[src/rtl/coh_pkg.sv]
`timescale 1ns/1ps
package coh_pkg;
    parameter int ADDR_W = 8;
    parameter int DATA_W = 16;
    parameter int NODE_W = 4;
    parameter int KIND_W = 3;

    typedef enum logic [KIND_W-1:0] {
        M_RDREQ   = 3'd0,
        M_WRREQ   = 3'd1,
        M_INV     = 3'd2,
        M_FETCH   = 3'd3,
        M_FETCHIV = 3'd4,
        M_REPLY   = 3'd5,
        M_WBACK   = 3'd6
    } msg_e;

    typedef enum logic [1:0] {
        L_INV = 2'd0,
        L_SHR = 2'd1,
        L_EXC = 2'd2
    } lst_e;

    typedef enum logic [1:0] {
        S_IDLE = 2'd0,
        S_MISS = 2'd1,
        S_WAIT = 2'd2,
        S_DONE = 2'd3
    } ctl_e;

    typedef struct packed {
        lst_e              st;
        logic [ADDR_W-1:0] addr;
        logic [DATA_W-1:0] data;
    } line_t;

    typedef struct packed {
        msg_e              kind;
        logic [NODE_W-1:0] node;
        logic [ADDR_W-1:0] addr;
        logic [DATA_W-1:0] data;
    } msg_t;

    function automatic logic line_holds(line_t l, logic [ADDR_W-1:0] a);
        return (l.st != L_INV) && (l.addr == a);
    endfunction
endpackage

[src/rtl/dc_line_store.sv]
`timescale 1ns/1ps
module dc_line_store
    import coh_pkg::*;
#(
    parameter int LINES = 4,
    localparam int IDX_W = (LINES > 1) ? $clog2(LINES) : 1
) (
    input  logic             clk,
    input  logic             rst,
    input  logic [IDX_W-1:0] a_idx,
    output line_t            a_line,
    input  logic [IDX_W-1:0] b_idx,
    output line_t            b_line,
    input  logic             we,
    input  logic [IDX_W-1:0] w_idx,
    input  line_t            w_line
);
    line_t lines_q [LINES];

    assign a_line = lines_q[a_idx];
    assign b_line = lines_q[b_idx];

    generate
        for (genvar g = 0; g < LINES; g++) begin : g_line
            always_ff @(posedge clk) begin
                if (rst) begin
                    lines_q[g].st <= L_INV;
                end else if (we && (w_idx == IDX_W'(g))) begin
                    lines_q[g] <= w_line;
                end
            end
        end
    endgenerate
endmodule

[src/rtl/dc_cmd_eval.sv]
`timescale 1ns/1ps
module dc_cmd_eval
    import coh_pkg::*;
(
    input  msg_e              kind,
    input  logic [ADDR_W-1:0] addr,
    input  line_t             cur,
    output logic              match,
    output logic              upd,
    output logic              send_blk,
    output line_t             nxt
);
    always_comb begin
        match    = line_holds(cur, addr);
        upd      = 1'b0;
        send_blk = 1'b0;
        nxt      = cur;
        case (kind)
            M_INV: begin
                if (match) begin
                    upd    = 1'b1;
                    nxt.st = L_INV;
                end
            end
            M_FETCH: begin
                if (match && cur.st == L_EXC) begin
                    upd      = 1'b1;
                    send_blk = 1'b1;
                    nxt.st   = L_SHR;
                end
            end
            M_FETCHIV: begin
                if (match) begin
                    upd      = 1'b1;
                    send_blk = (cur.st == L_EXC);
                    nxt.st   = L_INV;
                end
            end
            default: ;
        endcase
    end
endmodule

[src/rtl/dircache_ctrl.sv]
`timescale 1ns/1ps
module dircache_ctrl
    import coh_pkg::*;
#(
    parameter logic [NODE_W-1:0] NODE_ID = 4'd3,
    parameter int LINES = 4,
    localparam int IDX_W = (LINES > 1) ? $clog2(LINES) : 1
) (
    input  logic              clk,
    input  logic              rst,
    input  logic              cpu_req_valid,
    input  logic              cpu_req_write,
    input  logic [ADDR_W-1:0] cpu_req_addr,
    input  logic [DATA_W-1:0] cpu_req_wdata,
    output logic              cpu_done,
    output logic [DATA_W-1:0] cpu_rdata,
    output logic              out_valid,
    input  logic              out_ready,
    output logic [KIND_W-1:0] out_type,
    output logic [NODE_W-1:0] out_node,
    output logic [ADDR_W-1:0] out_addr,
    output logic [DATA_W-1:0] out_data,
    input  logic              in_valid,
    output logic              in_ready,
    input  logic [KIND_W-1:0] in_type,
    input  logic [ADDR_W-1:0] in_addr,
    input  logic [DATA_W-1:0] in_data
);
    ctl_e              state, nstate;
    msg_t              out_q, out_nxt;
    logic              out_v, load_out;
    logic [DATA_W-1:0] rdata_q, rdata_nxt;
    logic              set_rdata;
    line_t             cpu_line, in_line, w_line, ev_nxt;
    logic              we;
    logic [IDX_W-1:0]  w_idx;
    logic              ev_match, ev_upd, ev_send;
    msg_e              in_kind;
    logic              in_fire, cpu_hit, victim_dirty;
    msg_t              req_msg;

    assign in_kind = msg_e'(in_type);

    dc_line_store #(.LINES(LINES)) u_store (
        .clk(clk), .rst(rst),
        .a_idx(cpu_req_addr[IDX_W-1:0]), .a_line(cpu_line),
        .b_idx(in_addr[IDX_W-1:0]),      .b_line(in_line),
        .we(we), .w_idx(w_idx), .w_line(w_line)
    );

    dc_cmd_eval u_eval (
        .kind(in_kind), .addr(in_addr), .cur(in_line),
        .match(ev_match), .upd(ev_upd), .send_blk(ev_send), .nxt(ev_nxt)
    );

    assign in_ready = ((state == S_IDLE) || (state == S_WAIT)) && !out_v;
    assign in_fire  = in_valid && in_ready;

    assign cpu_hit = cpu_req_write
        ? (cpu_line.st == L_EXC && cpu_line.addr == cpu_req_addr)
        : line_holds(cpu_line, cpu_req_addr);
    assign victim_dirty = (cpu_line.st == L_EXC) && (cpu_line.addr != cpu_req_addr);

    always_comb begin
        req_msg.kind = cpu_req_write ? M_WRREQ : M_RDREQ;
        req_msg.node = NODE_ID;
        req_msg.addr = cpu_req_addr;
        req_msg.data = cpu_req_write ? cpu_req_wdata : '0;
    end

    always_comb begin
        nstate    = state;
        we        = 1'b0;
        w_idx     = cpu_req_addr[IDX_W-1:0];
        w_line    = cpu_line;
        load_out  = 1'b0;
        out_nxt   = req_msg;
        set_rdata = 1'b0;
        rdata_nxt = rdata_q;
        case (state)
            S_IDLE, S_WAIT: begin
                if (in_fire && in_kind == M_REPLY) begin
                    if (state == S_WAIT) begin
                        we          = 1'b1;
                        w_line.st   = cpu_req_write ? L_EXC : L_SHR;
                        w_line.addr = cpu_req_addr;
                        w_line.data = cpu_req_write ? cpu_req_wdata : in_data;
                        set_rdata   = 1'b1;
                        rdata_nxt   = w_line.data;
                        nstate      = S_DONE;
                    end
                end else if (in_fire) begin
                    we     = ev_upd;
                    w_idx  = in_addr[IDX_W-1:0];
                    w_line = ev_nxt;
                    if (ev_send) begin
                        load_out = 1'b1;
                        out_nxt  = '{kind: M_WBACK, node: NODE_ID,
                                     addr: in_line.addr, data: in_line.data};
                    end
                end else if (state == S_IDLE && cpu_req_valid && !out_v) begin
                    if (cpu_hit) begin
                        if (cpu_req_write) begin
                            we          = 1'b1;
                            w_line.data = cpu_req_wdata;
                        end
                        set_rdata = 1'b1;
                        rdata_nxt = cpu_req_write ? cpu_req_wdata : cpu_line.data;
                        nstate    = S_DONE;
                    end else if (victim_dirty) begin
                        load_out  = 1'b1;
                        out_nxt   = '{kind: M_WBACK, node: NODE_ID,
                                      addr: cpu_line.addr, data: cpu_line.data};
                        we        = 1'b1;
                        w_line.st = L_INV;
                        nstate    = S_MISS;
                    end else begin
                        load_out = 1'b1;
                        nstate   = S_WAIT;
                    end
                end
            end
            S_MISS: begin
                if (!out_v) begin
                    load_out = 1'b1;
                    nstate   = S_WAIT;
                end
            end
            default: nstate = S_IDLE;
        endcase
    end

    always_ff @(posedge clk) begin
        if (rst) begin
            state   <= S_IDLE;
            out_v   <= 1'b0;
            out_q   <= '{kind: M_RDREQ, node: '0, addr: '0, data: '0};
            rdata_q <= '0;
        end else begin
            state <= nstate;
            if (load_out) begin
                out_q <= out_nxt;
                out_v <= 1'b1;
            end else if (out_v && out_ready) begin
                out_v <= 1'b0;
            end
            if (set_rdata) rdata_q <= rdata_nxt;
        end
    end

    assign cpu_done  = (state == S_DONE);
    assign cpu_rdata = rdata_q;
    assign out_valid = out_v;
    assign out_type  = out_q.kind;
    assign out_node  = out_q.node;
    assign out_addr  = out_q.addr;
    assign out_data  = out_q.data;

    p_out_hold_r12: assert property (@(posedge clk) disable iff (rst)
        (out_valid && !out_ready) |=> (out_valid && $stable(out_type)
            && $stable(out_addr) && $stable(out_data)));

    p_reply_done_r2: assert property (@(posedge clk) disable iff (rst)
        (state == S_WAIT && in_fire && in_kind == M_REPLY) |=> cpu_done);

    p_done_pulse_r3: assert property (@(posedge clk) disable iff (rst)
        cpu_done |=> !cpu_done);

    p_fetch_sends_r7: assert property (@(posedge clk) disable iff (rst)
        (in_fire && in_kind == M_FETCH && ev_send) |=>
            (out_valid && out_type == M_WBACK && out_addr == $past(in_addr)));

    p_inv_silent_r6: assert property (@(posedge clk) disable iff (rst)
        (in_fire && in_kind == M_INV) |=> !out_valid);

    p_stall_r11: assert property (@(posedge clk) disable iff (rst)
        (state == S_WAIT && !(in_fire && in_kind == M_REPLY)) |=> !cpu_done);
endmodule

[config.mk]
export PLATFORM = sky130hd
export DESIGN_NAME = dircache_ctrl
export DESIGN_NICKNAME = d
export VERILOG_FILES = /design/src/rtl/coh_pkg.sv /design/src/rtl/dc_line_store.sv /design/src/rtl/dc_cmd_eval.sv /design/src/rtl/dircache_ctrl.sv
export SDC_FILE = /design/constraint.sdc
export NUM_CORES = 1
export LEC_CHECK = 0
export BUFFER_PORTS_ARGS = -buffer_cell sky130_fd_sc_hd__buf_4
export CAP_MARGIN = 20
export CORE_MARGIN = 2
export CORE_UTILIZATION = 40
export DETAILED_ROUTE_END_ITERATION = 16
export PLACE_DENSITY = 0.68
export SKIP_CTS_REPAIR_TIMING = 1
export SYNTH_ARGS = -nofsm -noshare
export SYNTH_HDL_FRONTEND = slang
export SYNTH_SLANG_ARGS = --single-unit
[constraint.sdc]
create_clock -name clk -period 11.6 [get_ports clk]
set_input_delay 0.58 -clock clk [delete_from_list [all_inputs] [get_ports clk]]
set_output_delay 0.58 -clock clk [all_outputs]
set_load 0.005 [all_outputs]
# Word-level counts from Yosys, hierarchy flattened
# Memory sizes are Yosys's and may differ from the RTL's.
# Cells that the tools add are included.
# classes
n_reduce_logical	28
mux	88
eq_ne	21
n_bitwise	4
# op_table
operator	count
$mux 31	7
$mux 16	11
$mux 26	3
$mux 2	21
$mux 1	40
$eq 8x8->1	2
$logic_and 1x1->1	15
$eq 2x2->1 const B	6
$reduce_bool 2->1	5
$ne 3x3->1 const B	3
$mux 8	1
$ne 8x8->1	1
$pmux 2 s2	2
$eq 3x2->1 const B	2
$eq 3x3->1 const B	2
$pmux 1 s2	3
$reduce_and 6->1	1
$eq 2x1->1 const B	2
$logic_not 2->1	2
$ne 2x2->1 const B	2
$or 1x1->1	4
$reduce_and 4->1	1
$reduce_or 2->1	2
$ne 2x1->1 const B	1
2 further kinds	2
# word_totals
output_inout_bits	50
regBits	50
memories	1
input_bits	57
wordCells	149
ram_bits	104
# memory_table
name	depth	width	read_ports	rd_ports_with_merged_regs	write_ports	line_no	source
u_store.lines_q	4	26	2	0	4	dc_line_store.sv:18	line_t lines_q [LINES];

# Longest topological paths before layout
# An unclocked memory read counts as a cell.
# logic_depth
depth_word	14
depth_mapped	11
depth_no_buf	7

# By module
# From an unflattened synthesis, not the netlist that was laid out.
# hier_totals
cells_unflattened	844
hier_area_um2	9345.2
# modules_own_cells
module	instances	area_each_um2	cells_per_inst
dc_line_store	1	4595.7	192
dircache_ctrl	1	4367.9	600
dc_cmd_eval	1	381.6	52

# Worst setup path after synthesis
# Ideal clock, no wire load.
# synth_path
path_type	input to register
startpoint	input port cpu_req_addr[0]
endpoint	memory u_store.lines_q[0][0] in the netlist's numbering, enable pin
cell_stages	10
path_slack_ns	7.387
arrival_ns	3.808
setup_ns	0.405
t_required_ns	11.195
cell_sequence	buf_6 > buf_6 > mux2i_4 > xnor2_1 > o32a_1 > nor4_4 > nor3_1 > or3_4 > buf_6 > nor2_1
# synth_lines
element	line_no	source
start, declared	dircache_ctrl.sv:13	input logic [ADDR_W-1:0] cpu_req_addr,
end, declared	dc_line_store.sv:18	

# Final worst setup path
# layout_path
startpoint	input port in_addr[0]
endpoint	register out_q, in the netlist out_data[8]
# layout_via
elab_chain_cells	10
# layout_lines
element	line_no	source
start, declared	dircache_ctrl.sv:26	input logic [ADDR_W-1:0] in_addr,
$mem_v2 4x26	n/a	
$eq 8x8->1 / $reduce_bool 2->1 (equally long branches)	coh_pkg.sv:45	return (l.st != L_INV) && (l.addr == a);
$logic_and 1x1->1	coh_pkg.sv:45	
$logic_and 1x1->1	dc_cmd_eval.sv:26	if (match && cur.st == L_EXC) begin
$mux 1	dc_cmd_eval.sv:26	
$pmux 1 s2	dc_cmd_eval.sv:18	case (kind)
$mux 1 / $mux 31 (equally long branches)	dircache_ctrl.sv:96	if (ev_send) begin
$mux 1 / $mux 31 (equally long branches)	dircache_ctrl.sv:92	end else if (in_fire) begin
$mux 1 / $mux 31 (equally long branches)	dircache_ctrl.sv:82	if (in_fire && in_kind == M_REPLY) begin
$pmux 1 s2 / $mux 31 (equally long branches)	dircache_ctrl.sv:80	case (state)
end signal, assigned	dircache_ctrl.sv:137	out_q <= '{kind: M_RDREQ, node: '0, addr: '0, data: '0};
end signal, assigned	dircache_ctrl.sv:142	out_q <= out_nxt;
end, declared	dircache_ctrl.sv:30	msg_t out_q, out_nxt;
# Several ways; a longest one is shown, not always the timed one.
# A chain may end at the register's enable or synchronous reset.

==> summary.md <==
| Metric | Value |
|---|---|
| RePlAce Congestion | 0.821 |
| Total CTS buffers | 17 |
| Clock transition at the registers of the reported paths | 0.06 ns |
| Max IR drop VDD | 88.1 µV |
| Via count | 6970 |
| First-pass GRT wire length | 38.4 mm |
| Nets | 887 |
| Crit share post-route | 0.353 |
| Number of distinct library cells after synthesis | 65 |
| Mapped Area | 8470 µm² |
| Synth Instances | 753 |
| MaxCap Viol Count | 0 |
| Area grow syn2layout | 18.8% |
| Post-route ant nets | 0 |
| Vias/cell | 6.23 |
| Most common cell in the netlist | edfxtp_1 |
| WP data arrival | 4.37 ns |
| Switching Share | 0.266 |
| Longest Clk Path Bufs | 2 |
| Final Skew | 0.0111 ns |
| Multi-input logic area | 4080 µm² |
| Fmax | 244 MHz |
| Post-place setup slack | 6.80 ns |
| DRC viols | 0 |
| Critical Path End Type | register |
| Clk sinks | 150 |
| Clk Latency, worst-skew pair | 0.43 ns |
| Final Non-Filler Cells | 1118 |
| Total negative slack | 0 ns |
| DRT Pass-1 Iters | 6 |
| Die height | 149 µm |
| Synth Register Bits | 150 |
| Filler cell count | 1847 |
| Power per Cell Area | 146 nW/µm² |
| Mean Syn Cell Area | 11.2 µm² |
| Worst-Margin Slew | 1.04 ns |
| Critical-path maximum fanout | 35 |
| Register Area | 4040 µm² |
| Top FF cell, synth | edfxtp_1 |
| WL final | 25.4 mm |
| Clock tree root buffer cell | clkbuf_16 |
| Buffers on Ports | 104 |
| Min Tclk post-route | 4.10 ns |
| Pin count of the biggest net entering global routing | 57 |
| Number of placed I/O pins | 107 |
| Routed length per instance | 22.8 µm |
| Start point of the critical path | in_addr[0] |
| FP Rows | 53 |
| Post-layout util | 0.482 |
| Fraction of registers with async set/reset | 0 |
| Initial core utilization | 0.405 |
| Core Footprint | 20900 µm² |
| Clk network pwr share | 0.396 |
| Synth area leader | edfxtp_1 |
| Inst Count DP | 1083 |
| Main area contributors after synthesis | edfxtp_1 (37%), mux4_2 (13%), dfxtp_1 (11%), mux2i_1 (4.8%), nand2_1 (3.0%) |
| Critical path class | in2reg |
| EDFF count, synth | 104 |
| Setup violations, final | 0 |
| Register share of total power | 0.429 |
| GRT overflow | 0 |
| Leak pwr | 0.00371 µW |
| Synth cell count leaders | edfxtp_1 (104), nand2_1 (68), mux4_2 (48) |
| Initial antenna violation count | 1 |
| RSZ-0062 raised after global routing | no |
| Share of the synthesized area in the top cell type | 0.369 |
| Max Transition Viols Final | 0 |
| Synth warnings | 0 |
| Power Internal | 1070 µW |
| Switching power | 390 µW |
| Setup ws final | 7.50 ns |
| Status | finished clean |
| Worst min path class | in2reg |
| FF-to-FF Start | u_store.lines_q[3][19]$_DFFE_PP_ |
| Comb power frac | 0.175 |
| Fin. Hold Viols | 0 |
| Clock H-tree levels | 4 |
| Die ar. | 22300 µm² |
| Antenna cells | 0 |
| Worst slew margin | 0.307 |
| Dpl hpwl | 16.7 mm |
| CTS tree | built |
| Req. time, crit path | 11.87 ns |
| Share of layout cells above drive strength 1 | 0.251 |
| Hold_sp | cpu_req_addr[4] |
| Total track usage | 0.228 |
| Initial DRC Count | 875 |
| Die W | 149 µm |
| Seq/Total Area, Yosys | 0.478 |
| Startpoint types | input pin |
| Vias in the first global route | 6743 |
-- sequential cells by signal (all words and copies together) (netlist names) --
signal,count
u_store.lines_q,104
cpu_rdata,16
out_data,16
out_addr,8
out_type,2
state,2
out_node,1
out_valid,1
-- per-stage QoR --
step / total power [µW] / instance area (µm²) / hold WS (ns)
floorplan: 794 / 8470 / 0.460
global placement: 885 / 9420 / 0.463
detailed placement: 889 / 9420 / 0.470
CTS: 1460 / 10000 / 0.435
global route: 1510 / 10100 / 0.455
finish: 1470 / 10100 / 0.446
-- area by class of cell --
class	count	area share
Tap cell	275	0.0342
Inverter	20	0.00746
Sequential cell	150	0.402
Clock buffer	20	0.0434
Clock inverter	12	0.0175
Multi-Input combinational cell	521	0.405
Timing Repair Buffer	120	0.0903
-- power by group through the flow --
stage               clock (µW)  combinational, µW  sequential, µW
global route               605                276             631
global placement             0                247             638
finish                     580                257             629
detailed placement           0                250             639
CTS                        585                252             628
floorplan                    0                160             634
-- layer usage --
metal | vias to the layer above | track usage | share of wire
met5 | - | 0 | 0.00051
met4 | 2 | 0.0976 | 0.023
met3 | 40 | 0.0540 | 0.11
met2 | 428 | 0.362 | 0.47
met1 | 3372 | 0.301 | 0.40
li1 | 3128 | - | -
-- cells in the final DEF, fill, tap and decap left out, drive strengths merged, types with 4 or more instances in the layout --
cell type / instances
a22oi: 9
a211o: 5
a222oi: 13
nand2: 68
a31oi: 13
a21o: 4
xnor2: 7
o31ai: 14
nand2b: 16
a211oi: 6
nand3: 21
a221oi: 4
clkinv: 6
clkbuf: 20
a21oi: 39
mux4: 48
a32o: 5
o221ai: 6
mux2: 4
o22ai: 10
buf: 120
o21ai: 56
and2: 4
bufinv: 4
inv: 21
edfxtp: 104
nor2: 34
nor3: 35
and3: 6
nand3b: 4
dfxtp: 46
mux2i: 42
a311oi: 5
xor2: 4
-- critical path: stages --
cell and delay [ns]:
buf_4 0.51, mux4_2 0.61, xor2_1 0.16, nor4_1 0.51, o2111a_1 0.82, a22oi_1 0.32, nand2_1 0.50, buf_8 0.24
o22ai_1 0.09
-- kinds of logic (layout without fill, tap and decap cells) --
family / after synthesis / count (layout) / synth area share
AO/OA/AOI/OAI: 209 / 209 / 0.166
AND/OR/NAND/NOR: 205 / 205 / 0.117
flip-flops: 150 / 150 / 0.478
multiplexers: 94 / 94 / 0.184
buffers and inverters: 83 / 172 / 0.0430
XOR/XNOR: 11 / 11 / 0.0114
other: 1 / 2 / 0.000443
-- final timing paths --
| check | slack [ns] | cells after the start | endpoint |
|---|---|---|---|
| max | 7.50 | 9 | out_data[8]$_SDFFE_PP0P_ |
| min | 0.45 | 3 | out_addr[4]$_SDFFE_PP0P_ |
| max reg2reg | 7.91 | 8 | out_data[8]$_SDFFE_PP0P_ |
| min reg2reg | 0.48 | 2 | out_data[4]$_SDFFE_PP0P_ |
No activity file was read; power rests on OpenSTA's default activity.
